[src/rtl/spi_cmd_pkg.sv]
package spi_cmd_pkg;
  localparam int unsigned BUF_DEPTH = 8;
  localparam int unsigned PTR_W     = $clog2(BUF_DEPTH);
  localparam int unsigned CNT_W     = 4;
  localparam int unsigned IDX_W     = CNT_W + 1;

  localparam logic [3:0] OFF_OPCODE = 4'h0;
  localparam logic [3:0] OFF_COUNT  = 4'h1;
  localparam logic [3:0] OFF_CTRL   = 4'h2;
  localparam logic [3:0] OFF_DATA   = 4'hC;
  localparam logic [3:0] OFF_PTR    = 4'hD;

  localparam int unsigned CTRL_GO_BIT   = 0;
  localparam int unsigned CTRL_PRST_BIT = 4;

  typedef enum logic [1:0] {
    ST_IDLE,
    ST_SHIFT,
    ST_TRAIL
  } eng_state_e;
endpackage

[src/rtl/spi_clk_div.sv]
module spi_clk_div #(
  parameter int unsigned HALF_DIV = 2
) (
  input  logic clk_i,
  input  logic rst_ni,
  input  logic en_i,
  output logic tick_o
);
  localparam int unsigned CW = $clog2(HALF_DIV + 1);
  localparam logic [CW-1:0] LAST = CW'(HALF_DIV - 1);

  logic [CW-1:0] cnt_q;

  assign tick_o = en_i && (cnt_q == LAST);

  always_ff @(posedge clk_i or negedge rst_ni) begin
    if (!rst_ni)        cnt_q <= '0;
    else if (!en_i)     cnt_q <= '0;
    else if (tick_o)    cnt_q <= '0;
    else                cnt_q <= cnt_q + 1'b1;
  end
endmodule

[src/rtl/spi_ring_buf.sv]
module spi_ring_buf #(
  parameter int unsigned DEPTH = 8,
  parameter int unsigned W     = 8,
  localparam int unsigned AW   = $clog2(DEPTH)
) (
  input  logic          clk_i,
  input  logic          rst_ni,
  input  logic          port_we_i,
  input  logic [AW-1:0] port_addr_i,
  input  logic [W-1:0]  port_wdata_i,
  output logic [W-1:0]  port_rdata_o,
  input  logic          eng_we_i,
  input  logic [AW-1:0] eng_waddr_i,
  input  logic [W-1:0]  eng_wdata_i,
  input  logic [AW-1:0] eng_raddr_i,
  output logic [W-1:0]  eng_rdata_o
);
  logic [W-1:0] slot_q [DEPTH];

  for (genvar i = 0; i < DEPTH; i++) begin : g_slot
    always_ff @(posedge clk_i or negedge rst_ni) begin
      if (!rst_ni)                                    slot_q[i] <= '0;
      else if (eng_we_i && eng_waddr_i == AW'(i))     slot_q[i] <= eng_wdata_i;
      else if (port_we_i && port_addr_i == AW'(i))    slot_q[i] <= port_wdata_i;
    end
  end

  assign port_rdata_o = slot_q[port_addr_i];
  assign eng_rdata_o  = slot_q[eng_raddr_i];
endmodule

[src/rtl/spi_shift_ctrl.sv]
module spi_shift_ctrl
  import spi_cmd_pkg::*;
#(
  parameter int unsigned AW = 3
) (
  input  logic             clk_i,
  input  logic             rst_ni,
  input  logic             start_i,
  input  logic [7:0]       opcode_i,
  input  logic [CNT_W-1:0] tx_cnt_i,
  input  logic [IDX_W-1:0] total_i,
  input  logic             tick_i,
  output logic             div_en_o,
  output logic [AW-1:0]    buf_raddr_o,
  input  logic [7:0]       buf_rdata_i,
  output logic             buf_we_o,
  output logic [AW-1:0]    buf_waddr_o,
  output logic [7:0]       buf_wdata_o,
  output logic             busy_o,
  output logic             sclk_o,
  output logic             cs_no,
  output logic             mosi_o,
  input  logic             miso_i
);
  eng_state_e     state_q;
  logic [7:0]     sh_out_q, sh_in_q;
  logic [2:0]     bit_q;
  logic [IDX_W-1:0] byte_q;
  logic           sclk_q, cs_nq;
  logic           byte_end;
  logic [7:0]     nxt_byte;

  assign busy_o   = (state_q != ST_IDLE);
  assign div_en_o = busy_o;
  assign sclk_o   = sclk_q;
  assign cs_no    = cs_nq;
  assign mosi_o   = sh_out_q[7];

  assign byte_end    = (state_q == ST_SHIFT) && tick_i && sclk_q && (bit_q == 3'd7);
  // next data byte d = byte_q+1 lives in slot byte_q
  assign buf_raddr_o = byte_q[AW-1:0];
  assign nxt_byte    = (byte_q < IDX_W'(tx_cnt_i)) ? buf_rdata_i : 8'h00;
  // opcode response (byte 0) is dropped
  assign buf_we_o    = byte_end && (byte_q != '0);
  assign buf_waddr_o = AW'(byte_q - 1'b1);
  assign buf_wdata_o = sh_in_q;

  always_ff @(posedge clk_i or negedge rst_ni) begin
    if (!rst_ni) begin
      state_q  <= ST_IDLE;
      sh_out_q <= '0;
      sh_in_q  <= '0;
      bit_q    <= '0;
      byte_q   <= '0;
      sclk_q   <= 1'b0;
      cs_nq    <= 1'b1;
    end else begin
      unique case (state_q)
        ST_IDLE: if (start_i) begin
          state_q  <= ST_SHIFT;
          cs_nq    <= 1'b0;
          sclk_q   <= 1'b0;
          sh_out_q <= opcode_i;
          sh_in_q  <= '0;
          bit_q    <= '0;
          byte_q   <= '0;
        end
        ST_SHIFT: if (tick_i) begin
          if (!sclk_q) begin
            sclk_q  <= 1'b1;
            sh_in_q <= {sh_in_q[6:0], miso_i};
          end else begin
            sclk_q <= 1'b0;
            if (bit_q == 3'd7) begin
              bit_q <= '0;
              if (byte_q == total_i) begin
                state_q <= ST_TRAIL;
              end else begin
                byte_q   <= byte_q + 1'b1;
                sh_out_q <= nxt_byte;
              end
            end else begin
              bit_q    <= bit_q + 1'b1;
              sh_out_q <= {sh_out_q[6:0], 1'b0};
            end
          end
        end
        ST_TRAIL: if (tick_i) begin
          cs_nq   <= 1'b1;
          state_q <= ST_IDLE;
        end
        default: state_q <= ST_IDLE;
      endcase
    end
  end


  cs_low_busy_chk: assert property (@(posedge clk_i) disable iff (!rst_ni)
    busy_o |-> !cs_no);

  sclk_idle_low_chk: assert property (@(posedge clk_i) disable iff (!rst_ni)
    cs_no |-> !sclk_o);

  busy_fall_cs_chk: assert property (@(posedge clk_i) disable iff (!rst_ni)
    $fell(busy_o) |-> cs_no);

  sclk_only_busy_chk: assert property (@(posedge clk_i) disable iff (!rst_ni)
    !busy_o |-> $stable(sclk_o));
endmodule

[src/rtl/spi_cmd_engine.sv]
module spi_cmd_engine
  import spi_cmd_pkg::*;
#(
  parameter int unsigned HALF_DIV = 2
) (
  input  logic       clk_i,
  input  logic       rst_ni,
  input  logic [3:0] reg_addr_i,
  input  logic       reg_wr_i,
  input  logic       reg_rd_i,
  input  logic [7:0] reg_wdata_i,
  output logic [7:0] reg_rdata_o,
  output logic       sclk_o,
  output logic       cs_no,
  output logic       mosi_o,
  input  logic       miso_i
);
  localparam logic [CNT_W-1:0] MAX_CNT = CNT_W'(BUF_DEPTH);

  logic [7:0]       opcode_q, count_q;
  logic [PTR_W-1:0] ptr_q;
  logic             busy, tick, div_en;
  logic             wr_ok, wr_op, wr_cnt, wr_ctrl, data_wr, data_rd;
  logic             start, ptr_rst;
  logic [CNT_W-1:0] tx_raw, rx_raw, tx_eff, rx_eff;
  logic [IDX_W-1:0] total;
  logic [PTR_W-1:0] eng_raddr, eng_waddr;
  logic [7:0]       eng_rdata, eng_wdata, port_rdata;
  logic             eng_we;

  assign wr_ok   = reg_wr_i && !busy;
  assign wr_op   = wr_ok && reg_addr_i == OFF_OPCODE;
  assign wr_cnt  = wr_ok && reg_addr_i == OFF_COUNT;
  assign wr_ctrl = wr_ok && reg_addr_i == OFF_CTRL;
  assign data_wr = wr_ok && reg_addr_i == OFF_DATA;
  assign data_rd = reg_rd_i && !busy && reg_addr_i == OFF_DATA;
  assign start   = wr_ctrl && reg_wdata_i[CTRL_GO_BIT];
  assign ptr_rst = wr_ctrl && reg_wdata_i[CTRL_PRST_BIT];

  assign tx_raw = count_q[CNT_W-1:0];
  assign rx_raw = count_q[7:4];
  assign tx_eff = (tx_raw > MAX_CNT) ? MAX_CNT : tx_raw;
  assign rx_eff = (rx_raw > MAX_CNT) ? MAX_CNT : rx_raw;
  assign total  = IDX_W'(tx_eff) + IDX_W'(rx_eff);

  always_ff @(posedge clk_i or negedge rst_ni) begin
    if (!rst_ni) begin
      opcode_q <= '0;
      count_q  <= '0;
      ptr_q    <= '0;
    end else begin
      if (wr_op)  opcode_q <= reg_wdata_i;
      if (wr_cnt) count_q  <= reg_wdata_i;
      if (ptr_rst)                 ptr_q <= '0;
      else if (data_wr || data_rd) ptr_q <= ptr_q + 1'b1;
    end
  end

  always_comb begin
    unique case (reg_addr_i)
      OFF_OPCODE: reg_rdata_o = opcode_q;
      OFF_COUNT:  reg_rdata_o = count_q;
      OFF_CTRL:   reg_rdata_o = {7'b0, busy};
      OFF_DATA:   reg_rdata_o = port_rdata;
      OFF_PTR:    reg_rdata_o = {{(8-PTR_W){1'b0}}, ptr_q};
      default:    reg_rdata_o = 8'h00;
    endcase
  end

  spi_ring_buf #(.DEPTH(BUF_DEPTH), .W(8)) u_buf (
    .clk_i        (clk_i),
    .rst_ni       (rst_ni),
    .port_we_i    (data_wr),
    .port_addr_i  (ptr_q),
    .port_wdata_i (reg_wdata_i),
    .port_rdata_o (port_rdata),
    .eng_we_i     (eng_we),
    .eng_waddr_i  (eng_waddr),
    .eng_wdata_i  (eng_wdata),
    .eng_raddr_i  (eng_raddr),
    .eng_rdata_o  (eng_rdata)
  );

  spi_clk_div #(.HALF_DIV(HALF_DIV)) u_div (
    .clk_i  (clk_i),
    .rst_ni (rst_ni),
    .en_i   (div_en),
    .tick_o (tick)
  );

  spi_shift_ctrl #(.AW(PTR_W)) u_ctrl (
    .clk_i       (clk_i),
    .rst_ni      (rst_ni),
    .start_i     (start),
    .opcode_i    (opcode_q),
    .tx_cnt_i    (tx_eff),
    .total_i     (total),
    .tick_i      (tick),
    .div_en_o    (div_en),
    .buf_raddr_o (eng_raddr),
    .buf_rdata_i (eng_rdata),
    .buf_we_o    (eng_we),
    .buf_waddr_o (eng_waddr),
    .buf_wdata_o (eng_wdata),
    .busy_o      (busy),
    .sclk_o      (sclk_o),
    .cs_no       (cs_no),
    .mosi_o      (mosi_o),
    .miso_i      (miso_i)
  );


  ptr_hold_busy_chk: assert property (@(posedge clk_i) disable iff (!rst_ni)
    (busy && $past(busy)) |-> $stable(ptr_q));

  ptr_rst_chk: assert property (@(posedge clk_i) disable iff (!rst_ni)
    (reg_wr_i && !busy && reg_addr_i == OFF_CTRL && reg_wdata_i[CTRL_PRST_BIT])
      |=> (ptr_q == '0));

  ptr_step_chk: assert property (@(posedge clk_i) disable iff (!rst_ni)
    ((reg_wr_i || reg_rd_i) && !busy && reg_addr_i == OFF_DATA)
      |=> (ptr_q == $past(ptr_q) + 1'b1));
endmodule

[config.mk]
export PLATFORM = sky130hd
export DESIGN_NAME = spi_cmd_engine
export DESIGN_NICKNAME = d
export VERILOG_FILES = /design/src/rtl/spi_cmd_pkg.sv /design/src/rtl/spi_clk_div.sv /design/src/rtl/spi_ring_buf.sv /design/src/rtl/spi_shift_ctrl.sv /design/src/rtl/spi_cmd_engine.sv
export SDC_FILE = /design/constraint.sdc
export NUM_CORES = 1
export LEC_CHECK = 0
export CORE_ASPECT_RATIO = 0.8
export CORE_MARGIN = 3
export CORE_UTILIZATION = 30
export DETAILED_ROUTE_END_ITERATION = 10
export PLACE_DENSITY = 0.5
export SLEW_MARGIN = 20
export SYNTH_ARGS = -nofsm -noshare
export SYNTH_HDL_FRONTEND = slang
export SYNTH_SLANG_ARGS = --single-unit
[constraint.sdc]
create_clock -name clk_i -period 3.5 [get_ports clk_i]
set_input_delay 0.35 -clock clk_i [delete_from_list [all_inputs] [get_ports clk_i]]
set_output_delay 0.35 -clock clk_i [all_outputs]
set_load 0.03 [all_outputs]
==> results of run 1 <==
[cells in the final DEF, fill, tap and decap left out, types with 4 or more instances in the layout]
master,Yosys,layout
sky130_fd_sc_hd__clkdlybuf4s50_1,0,26
sky130_fd_sc_hd__ha_1,21,21
sky130_fd_sc_hd__inv_1,34,34
sky130_fd_sc_hd__o21a_1,7,7
sky130_fd_sc_hd__xnor2_1,4,4
sky130_fd_sc_hd__nor3_1,8,8
sky130_fd_sc_hd__dfrtp_1,112,112
sky130_fd_sc_hd__nand3_1,11,11
sky130_fd_sc_hd__and3_1,12,12
sky130_fd_sc_hd__o21ai_0,14,14
sky130_fd_sc_hd__o22ai_1,8,8
sky130_fd_sc_hd__and2_1,7,7
sky130_fd_sc_hd__a22o_1,60,60
sky130_fd_sc_hd__clkinv_4,0,4
sky130_fd_sc_hd__nor2_1,21,21
sky130_fd_sc_hd__clkbuf_16,0,17
sky130_fd_sc_hd__a21o_1,52,52
sky130_fd_sc_hd__a2bb2oi_1,8,8
sky130_fd_sc_hd__nor2b_1,4,4
sky130_fd_sc_hd__inv_6,0,5
sky130_fd_sc_hd__o221ai_1,16,16
sky130_fd_sc_hd__buf_4,0,20
sky130_fd_sc_hd__mux4_2,32,32
sky130_fd_sc_hd__a211oi_1,8,8
sky130_fd_sc_hd__mux2i_1,15,15
sky130_fd_sc_hd__nand2_1,38,38
sky130_fd_sc_hd__or3_1,5,5
sky130_fd_sc_hd__nand2b_1,9,9
sky130_fd_sc_hd__mux2_2,24,24
sky130_fd_sc_hd__a21oi_1,4,4
[registers in the layout, summed over array words and instances (netlist names)]
register	cells
u_ctrl.state_q	2
u_ctrl.bit_q	3
u_buf.slot_q	64
u_ctrl.byte_q	5
u_ctrl.sh_out_q	8
u_div.cnt_q	2
ptr_q	3
count_q	8
u_ctrl.sclk_o	1
opcode_q	8
u_ctrl.cs_no	1
u_ctrl.buf_wdata_o	8
[worst min-delay path: cells and delay by family, from the launching register on]
family          cells  cell delay (ns)
compound gates      1             0.07
flops               1             0.37
simple gates        1             0.04
[kinds of logic after synthesis]
group / Yosys count / share of synthesized area [%]
xor+xnor: 7 / 1.11
buf+inv: 87 / 5.06
flops: 113 / 41.1
fa+ha+maj: 22 / 4.11
simple gates: 133 / 10.2
compound gates: 189 / 21.8
mux: 71 / 16.6
[final timing paths]
check | startpoint | to | slack [ns] | cells past startpoint
max | ptr_q[1] | reg_rdata_o[1] | 0.31 | 5
min | u_ctrl.cs_no | u_ctrl.cs_no | 0.49 | 2
max reg2reg | u_ctrl.byte_q[1] | u_buf.slot_q[0] | 0.52 | 7
min reg2reg | u_ctrl.cs_no | u_ctrl.cs_no | 0.49 | 2
max in group asynchronous | rst_ni | u_ctrl.cs_no | 2.16 | 3
min in group asynchronous | rst_ni | u_buf.slot_q[20] | 0.51 | 2
[metrics by stage]
stage                     std cells  worst slack [ns]
after floorplan                 622             0.838
after global placement          917             0.515
after detailed placement        917             0.496
after CTS                       950             0.309
after global routing            950             0.248
final                           950             0.307
[area by class of cell]
cell class / instances / area, um^2 / share of cell area (%)
multi-input combinational: 422 / 3700 / 45.9
sequential: 113 / 2830 / 35.1
timing repair buffer: 48 / 440 / 5.47
clock buffer: 17 / 425 / 5.28
tap: 300 / 375 / 4.66
clock inverter: 15 / 154 / 1.91
inverter: 35 / 131 / 1.63
[routing by layer]
layer / global-route usage, % / part of all wire (%) / vias up
li1: - / - / 2382
met1: 27.6 / 47 / 2850
met2: 26.9 / 44 / 213
met3: 3.72 / 6.6 / 36
met4: 7.05 / 2.5 / 0
met5: 0 / 0 / -
[power breakdown]
group          leakage (nW)  internal (mW)  switching (mW)
clock                 0.284          0.998           0.717
combinational          2.22          0.782           0.908
sequential             1.42           1.50           0.278
total                  3.93           3.28            1.90
==> run summary, run 1 <==
STA
--------------------------------------------------------------------------------
Setup skew after layout                                                0.0113 ns
Max-slew violation count                                                       0
Finish-stage setup viols                                                       0
Post-layout min period                                                   3.19 ns
Slew at the pin closest to its max-slew limit                           0.816 ns
RSZ-0062 raised after global routing                                       false
F_max                                                                    313 MHz
Tcrit/Tclk final                                                           91.2%
Minimum hold slack                                                      0.486 ns
Number of hold-slack violations in the final timing report                     0
Total negative slack                                                        0 ns
Worst relative slew slack                                                  45.4%

PWR
--------------------------------------------------------------------------------
Cell Pwr Density                                                     644 mW/mm^2
Static leakage power                                                     3.93 nW
IR drop worst, VDD                                                    0.000348 V
PnR Total Power                                                          5.19 mW

DIE
--------------------------------------------------------------------------------
Number of I/O pins                                                            28
Initial cell density of the core                                           31.2%
Core area                                                            0.0220 mm^2
Full die area                                                        0.0248 mm^2
Width of the die                                                          175 um
Cell row count                                                                48
Die outline height                                                        141 um

CRITICAL PATH
--------------------------------------------------------------------------------
Sum of buffers and inverters on the critical path                              2
CP cell instances                                                   buf_4, mux4_2, mux2i_1, o22ai_1, clkdlybuf4s50_1
Delay of the slowest cell on the worst path                              0.75 ns
Kind of cell adding the most delay to the critical path             buffers and inverters
Launching element type of the critical path                             register
Crit path arrival time                                                   2.84 ns
Slowest cell on the critical path                                   sky130_fd_sc_hd__dfrtp_1
Maximum fanout along the worst path                                           10
Required time at the worst-slack endpoint                                3.15 ns
Crit path kind                                                        reg -> out
Worst setup EP type                                                  output port

FINISH
--------------------------------------------------------------------------------
Number of diodes                                                               0
Design area                                                         0.00806 mm^2
Fraction of final layout cells with drive strength greater than 1          18.2%
Layout net count                                                             676
Area delta synth->final                                                    17.1%
Final cell utilization of the core                                         36.6%
Final-layout fill cell count                                                2165

LOGIC SYNTHESIS
--------------------------------------------------------------------------------
Most numerous cell types in the synthesized netlist                 sky130_fd_sc_hd__dfrtp_1, sky130_fd_sc_hd__a22o_1, sky130_fd_sc_hd__a21o_1
Portion of the post-synthesis area used by sequential elements             41.1%
Area share of the largest cell type after synthesis                        40.7%
Share of async-settable or async-resettable flops after synthesis           100%
Average instance area after synthesis                                  11.1 um^2
Area leader, netlist                                                sky130_fd_sc_hd__dfrtp_1
Most used flip-flop cell after synthesis                            sky130_fd_sc_hd__dfrtp_1
Post-synth net total                                                         661
Most common cell in the synthesized netlist                         sky130_fd_sc_hd__dfrtp_1
YS warnings                                                                    0
Flip-flop and latch count after synthesis                                    113
Netlist area before placement                                       0.00688 mm^2
Dominant cells by area after synthesis                              sky130_fd_sc_hd__dfrtp_1, sky130_fd_sc_hd__mux4_2, sky130_fd_sc_hd__a22o_1, sky130_fd_sc_hd__a21o_1, sky130_fd_sc_hd__mux2_2
Count of unique library cells instantiated by Yosys                           54
Number of enable flip-flop cells after synthesis                               0
Post-Syn Instances                                                           622

GLOBAL ROUTING
--------------------------------------------------------------------------------
Number of global-route vias before repair                                   5580
Global router's overall resource usage                                     18.7%
Global-route wire length before repair                                   34.7 mm
Pin count of the biggest net entering global routing                          67
Congestion Overflow GR                                                         0
Initial antenna violation count                                                0

STATUS
--------------------------------------------------------------------------------
Run status                                                          finished, final reports clean

CLOCKING
--------------------------------------------------------------------------------
Deepest clock path buffer count                                                2
Clk sinks                                                                    113
Buffer count from post-CTS setup fixing                                        0
Number of buffers inserted during clock tree synthesis                        17
Clock slew at reported path FFs                                          0.06 ns
CTS root buf                                                        sky130_fd_sc_hd__clkbuf_16
Number of H-tree levels                                                        4
TritonCTS clock tree                                                       built
Insertion delay to the later sink of the worst-skew pair                 0.43 ns
Resize count post-CTS                                                          0
Hold_buf cts                                                                   1

ROUTE
--------------------------------------------------------------------------------
Routed Antenna Nets                                                            0
Via count                                                                   5481
DR pass1 iterations                                                            5
Number of DRC markers in iteration 0                                         498
Post-route DRC violation count                                                 0
DRT Wirelength                                                           22.5 mm
Vias per inst                                                               5.77
Final routed wire length divided by cell count                           23.7 um

PLACED DESIGN
--------------------------------------------------------------------------------
Post-place instance area                                            0.00747 mm^2
Detailed placement HPWL                                                  16.6 mm
Number of port buffers                                                        27
Routability congestion estimate                                            0.860

HOLD PATH
--------------------------------------------------------------------------------
Path type of the worst min-delay path                                 reg -> reg

JOB
--------------------------------------------------------------------------------
Count of maximum capacitance violations                                        0

Note: power is estimated with default switching activity, not from simulation.
==> run 2, diff against run 1 <==
--- a/config.mk
+++ b/config.mk
@@ -9,6 +9,7 @@
 export CORE_MARGIN = 3
 export CORE_UTILIZATION = 30
 export DETAILED_ROUTE_END_ITERATION = 10
+export GPL_ROUTABILITY_DRIVEN = 0
 export PLACE_DENSITY = 0.5
 export SLEW_MARGIN = 20
 export SYNTH_ARGS = -nofsm -noshare
==> results of run 2 <==
The final DEF is identical to that of run 1; final timing and power are the same.
==> run 3, diff against run 2 <==
--- a/config.mk
+++ b/config.mk
@@ -7,10 +7,10 @@
 export LEC_CHECK = 0
 export CORE_ASPECT_RATIO = 0.8
 export CORE_MARGIN = 3
-export CORE_UTILIZATION = 30
+export CORE_UTILIZATION = 35
 export DETAILED_ROUTE_END_ITERATION = 10
 export GPL_ROUTABILITY_DRIVEN = 0
-export PLACE_DENSITY = 0.5
+export PLACE_DENSITY = 0.56
 export SLEW_MARGIN = 20
 export SYNTH_ARGS = -nofsm -noshare
 export SYNTH_HDL_FRONTEND = slang
==> run 3 against run 2 <==
Compared with the run above:
- worst setup slack gained 0.040 ns
- core utilization rose by 5.7 points
- clock power is 11% higher
- fmax increased by 1.3%
- final area grew 0.45%
- final cell count shrank 4.0%
- routed wire length down 5.0%
- critical path type unchanged
- largest cell class unchanged
==> run summary, run 3 (synthesized netlist as in run 1, its figures left out) <==
FINISH
--------------------------------------------------------------------------------
Layout net count                                                             680   +0.59%
Fraction of final layout cells with drive strength greater than 1          18.5%   +0.35 points
Area delta synth->final                                                    17.7%
Most common cell after layout, fill and taps aside                  sky130_fd_sc_hd__dfrtp_1
Multi-input logic area                                              0.00371 mm^2   +0.14%
Flip-flop count of the largest register after layout                          64   unchanged
Largest Register                                                    u_buf.slot_q
Flip-flop and latch area                                            0.00283 mm^2   unchanged
Highest-count cells in the layout ignoring fill and taps            sky130_fd_sc_hd__dfrtp_1, sky130_fd_sc_hd__a22o_1, sky130_fd_sc_hd__a21o_1
Final-layout fill cell count                                                1792   -17%
Number of diodes                                                               0   unchanged

GLOBAL ROUTING
--------------------------------------------------------------------------------
Pin count of the biggest net entering global routing                          63   -6.0%
Congestion Overflow GR                                                         0   unchanged
Initial antenna violation count                                                0   unchanged
Global-route wire length before repair                                   34.2 mm   -1.3%
Number of global-route vias before repair                                   5537   -0.77%
Global router's overall resource usage                                     21.0%   +2.4 points

CRITICAL PATH
--------------------------------------------------------------------------------
Sum of buffers and inverters on the critical path                              2   unchanged
Delay of the slowest cell on the worst path                              0.82 ns   +0.07 ns
Maximum fanout along the worst path                                           15   +5
Required time at the worst-slack endpoint                                3.15 ns   about the same
CP cell instances                                                   buf_4, mux4_2, mux2i_1, o22ai_1, clkdlybuf4s50_1
Launching element type of the critical path                             register
Worst setup EP type                                                  output port
Crit path arrival time                                                   2.80 ns   -0.04 ns
Crit path kind                                                        reg -> out
Kind of cell adding the most delay to the critical path             buffers and inverters
Slowest cell on the critical path                                   sky130_fd_sc_hd__dfrtp_1
Critical Path Start                                                     ptr_q[1]
FF-to-FF Start                                                      u_ctrl.bit_q[0]

ROUTE
--------------------------------------------------------------------------------
Number of DRC markers in iteration 0                                         552   +11%
DR pass1 iterations                                                            5   unchanged
Routed Antenna Nets                                                            0   unchanged
Vias per inst                                                               5.96   +3.2%
Via count                                                                   5432   -0.89%
DRT Wirelength                                                           21.4 mm   -5.0%
Post-route DRC violation count                                                 0   unchanged
Final routed wire length divided by cell count                           23.5 um   -1.0%

STA
--------------------------------------------------------------------------------
Setup skew after layout                                                0.0108 ns   -0.000485 ns
Tcrit/Tclk final                                                           90.1%   -1.1 points
Slew at the pin closest to its max-slew limit                           0.944 ns   +0.127 ns
F_max                                                                    317 MHz   +1.3%
Max-slew violation count                                                       0   unchanged
Total negative slack                                                        0 ns   unchanged
Post-layout min period                                                   3.15 ns   -0.0397 ns
RSZ-0062 raised after global routing                                       false
Worst relative slew slack                                                  36.8%   -8.6 points
Finish-stage setup viols                                                       0   unchanged
Number of hold-slack violations in the final timing report                     0   unchanged

PWR
--------------------------------------------------------------------------------
PnR Total Power                                                          5.34 mW   +2.9%
Cell Pwr Density                                                     660 mW/mm^2   +2.5%
IR drop worst, VDD                                                    0.000329 V   -5.6%
Static leakage power                                                     3.97 nW   +0.98%

CLOCKING
--------------------------------------------------------------------------------
CTS root buf                                                        sky130_fd_sc_hd__clkbuf_16
Deepest clock path buffer count                                                2   unchanged
Resize count post-CTS                                                          0   unchanged
Buffer count from post-CTS setup fixing                                        0   unchanged
Clk sinks                                                                    113   unchanged
TritonCTS clock tree                                                       built
Insertion delay to the later sink of the worst-skew pair                 0.42 ns   about the same
Clock slew at reported path FFs                                          0.06 ns   about the same
Number of H-tree levels                                                        4   unchanged
Number of buffers inserted during clock tree synthesis                        17   unchanged
Hold_buf cts                                                                   0   -1

PLACED DESIGN
--------------------------------------------------------------------------------
Detailed placement HPWL                                                  15.3 mm   -7.5%
Number of port buffers                                                        27   unchanged

DIE
--------------------------------------------------------------------------------
Core area                                                            0.0191 mm^2   -13%
Width of the die                                                          163 um   -7.2%
Full die area                                                        0.0214 mm^2   -14%
Cell row count                                                                45   -6.3%
Number of I/O pins                                                            28   unchanged
Initial cell density of the core                                           35.9%   +4.7 points
Die outline height                                                        131 um   -7.1%

JOB
--------------------------------------------------------------------------------
Count of maximum capacitance violations                                        0   unchanged

STATUS
--------------------------------------------------------------------------------
Run status                                                          finished, final reports clean

HOLD PATH
--------------------------------------------------------------------------------
Path type of the worst min-delay path                                in -> async

-- run 3: changes by cell type in the layout (fill, tap and decap cells not counted) --
cell,change
sky130_fd_sc_hd__clkinv_2,+2
sky130_fd_sc_hd__dlygate4sd3_1,-1
sky130_fd_sc_hd__clkbuf_8,+1
sky130_fd_sc_hd__inv_6,-5
sky130_fd_sc_hd__clkinvlp_4,+1
sky130_fd_sc_hd__bufinv_16,+4
sky130_fd_sc_hd__inv_8,-1
sky130_fd_sc_hd__buf_4,+5
sky130_fd_sc_hd__nor3_2,+1
sky130_fd_sc_hd__clkinv_8,-1
sky130_fd_sc_hd__clkinv_4,-4
sky130_fd_sc_hd__nor3_1,-1
sky130_fd_sc_hd__clkbuf_1,+3
-- run 3: area by class of cell --
class                      count  area share (%)
clock buffer                  21            5.57
clock inverter                11            2.29
inverter                      35            1.62
multi-input combinational    422            45.8
sequential                   113            35.0
tap                          258            3.99
timing repair buffer          52            5.78
-- run 3: worst paths after layout --
check	end	slack, ns	cells after the start
max	reg_rdata_o[4]	0.35	5
min	count_q[4]	0.03	1
max reg2reg	u_buf.slot_q[62]	0.64	7
min reg2reg	u_ctrl.cs_no	0.48	2
max in group asynchronous	u_ctrl.cs_no	2.65	2
min in group clk_i	u_ctrl.cs_no	0.48	2
-- run 3: per-stage QoR --
step	hold WS (ns)	area, um^2	util, %	instances	setup slack [ns]
5_1_grt	0.0889	8090	42.3	912	0.231
3_3_place_gp	0.462	7460	39.0	880	0.625
3_5_place_dp	0.476	7460	39.0	880	0.529
4_1_cts	0.0498	8090	42.3	912	0.341
6_report	0.0330	8090	42.3	912	0.346
2_1_floorplan	0.0544	6880	-	622	0.838
-- run 3: power breakdown --
part / leakage (nW) / internal, mW / switching (mW)
sequential: 1.42 / 1.51 / 0.255
combinational: 2.23 / 0.774 / 0.915
clock: 0.307 / 1.28 / 0.613
total: 3.97 / 3.56 / 1.78
-- run 3: metal layers --
metal  share of wire, %  track usage, %  vias up  wire length [um]
li1                   -               -     2396                 -
met1                 47            31.7     2821             10000
met2                 44            30.2      192              9470
met3                8.0            5.52       23              1710
met4                1.1            4.88        0               235
met5                  0               0        -                 0
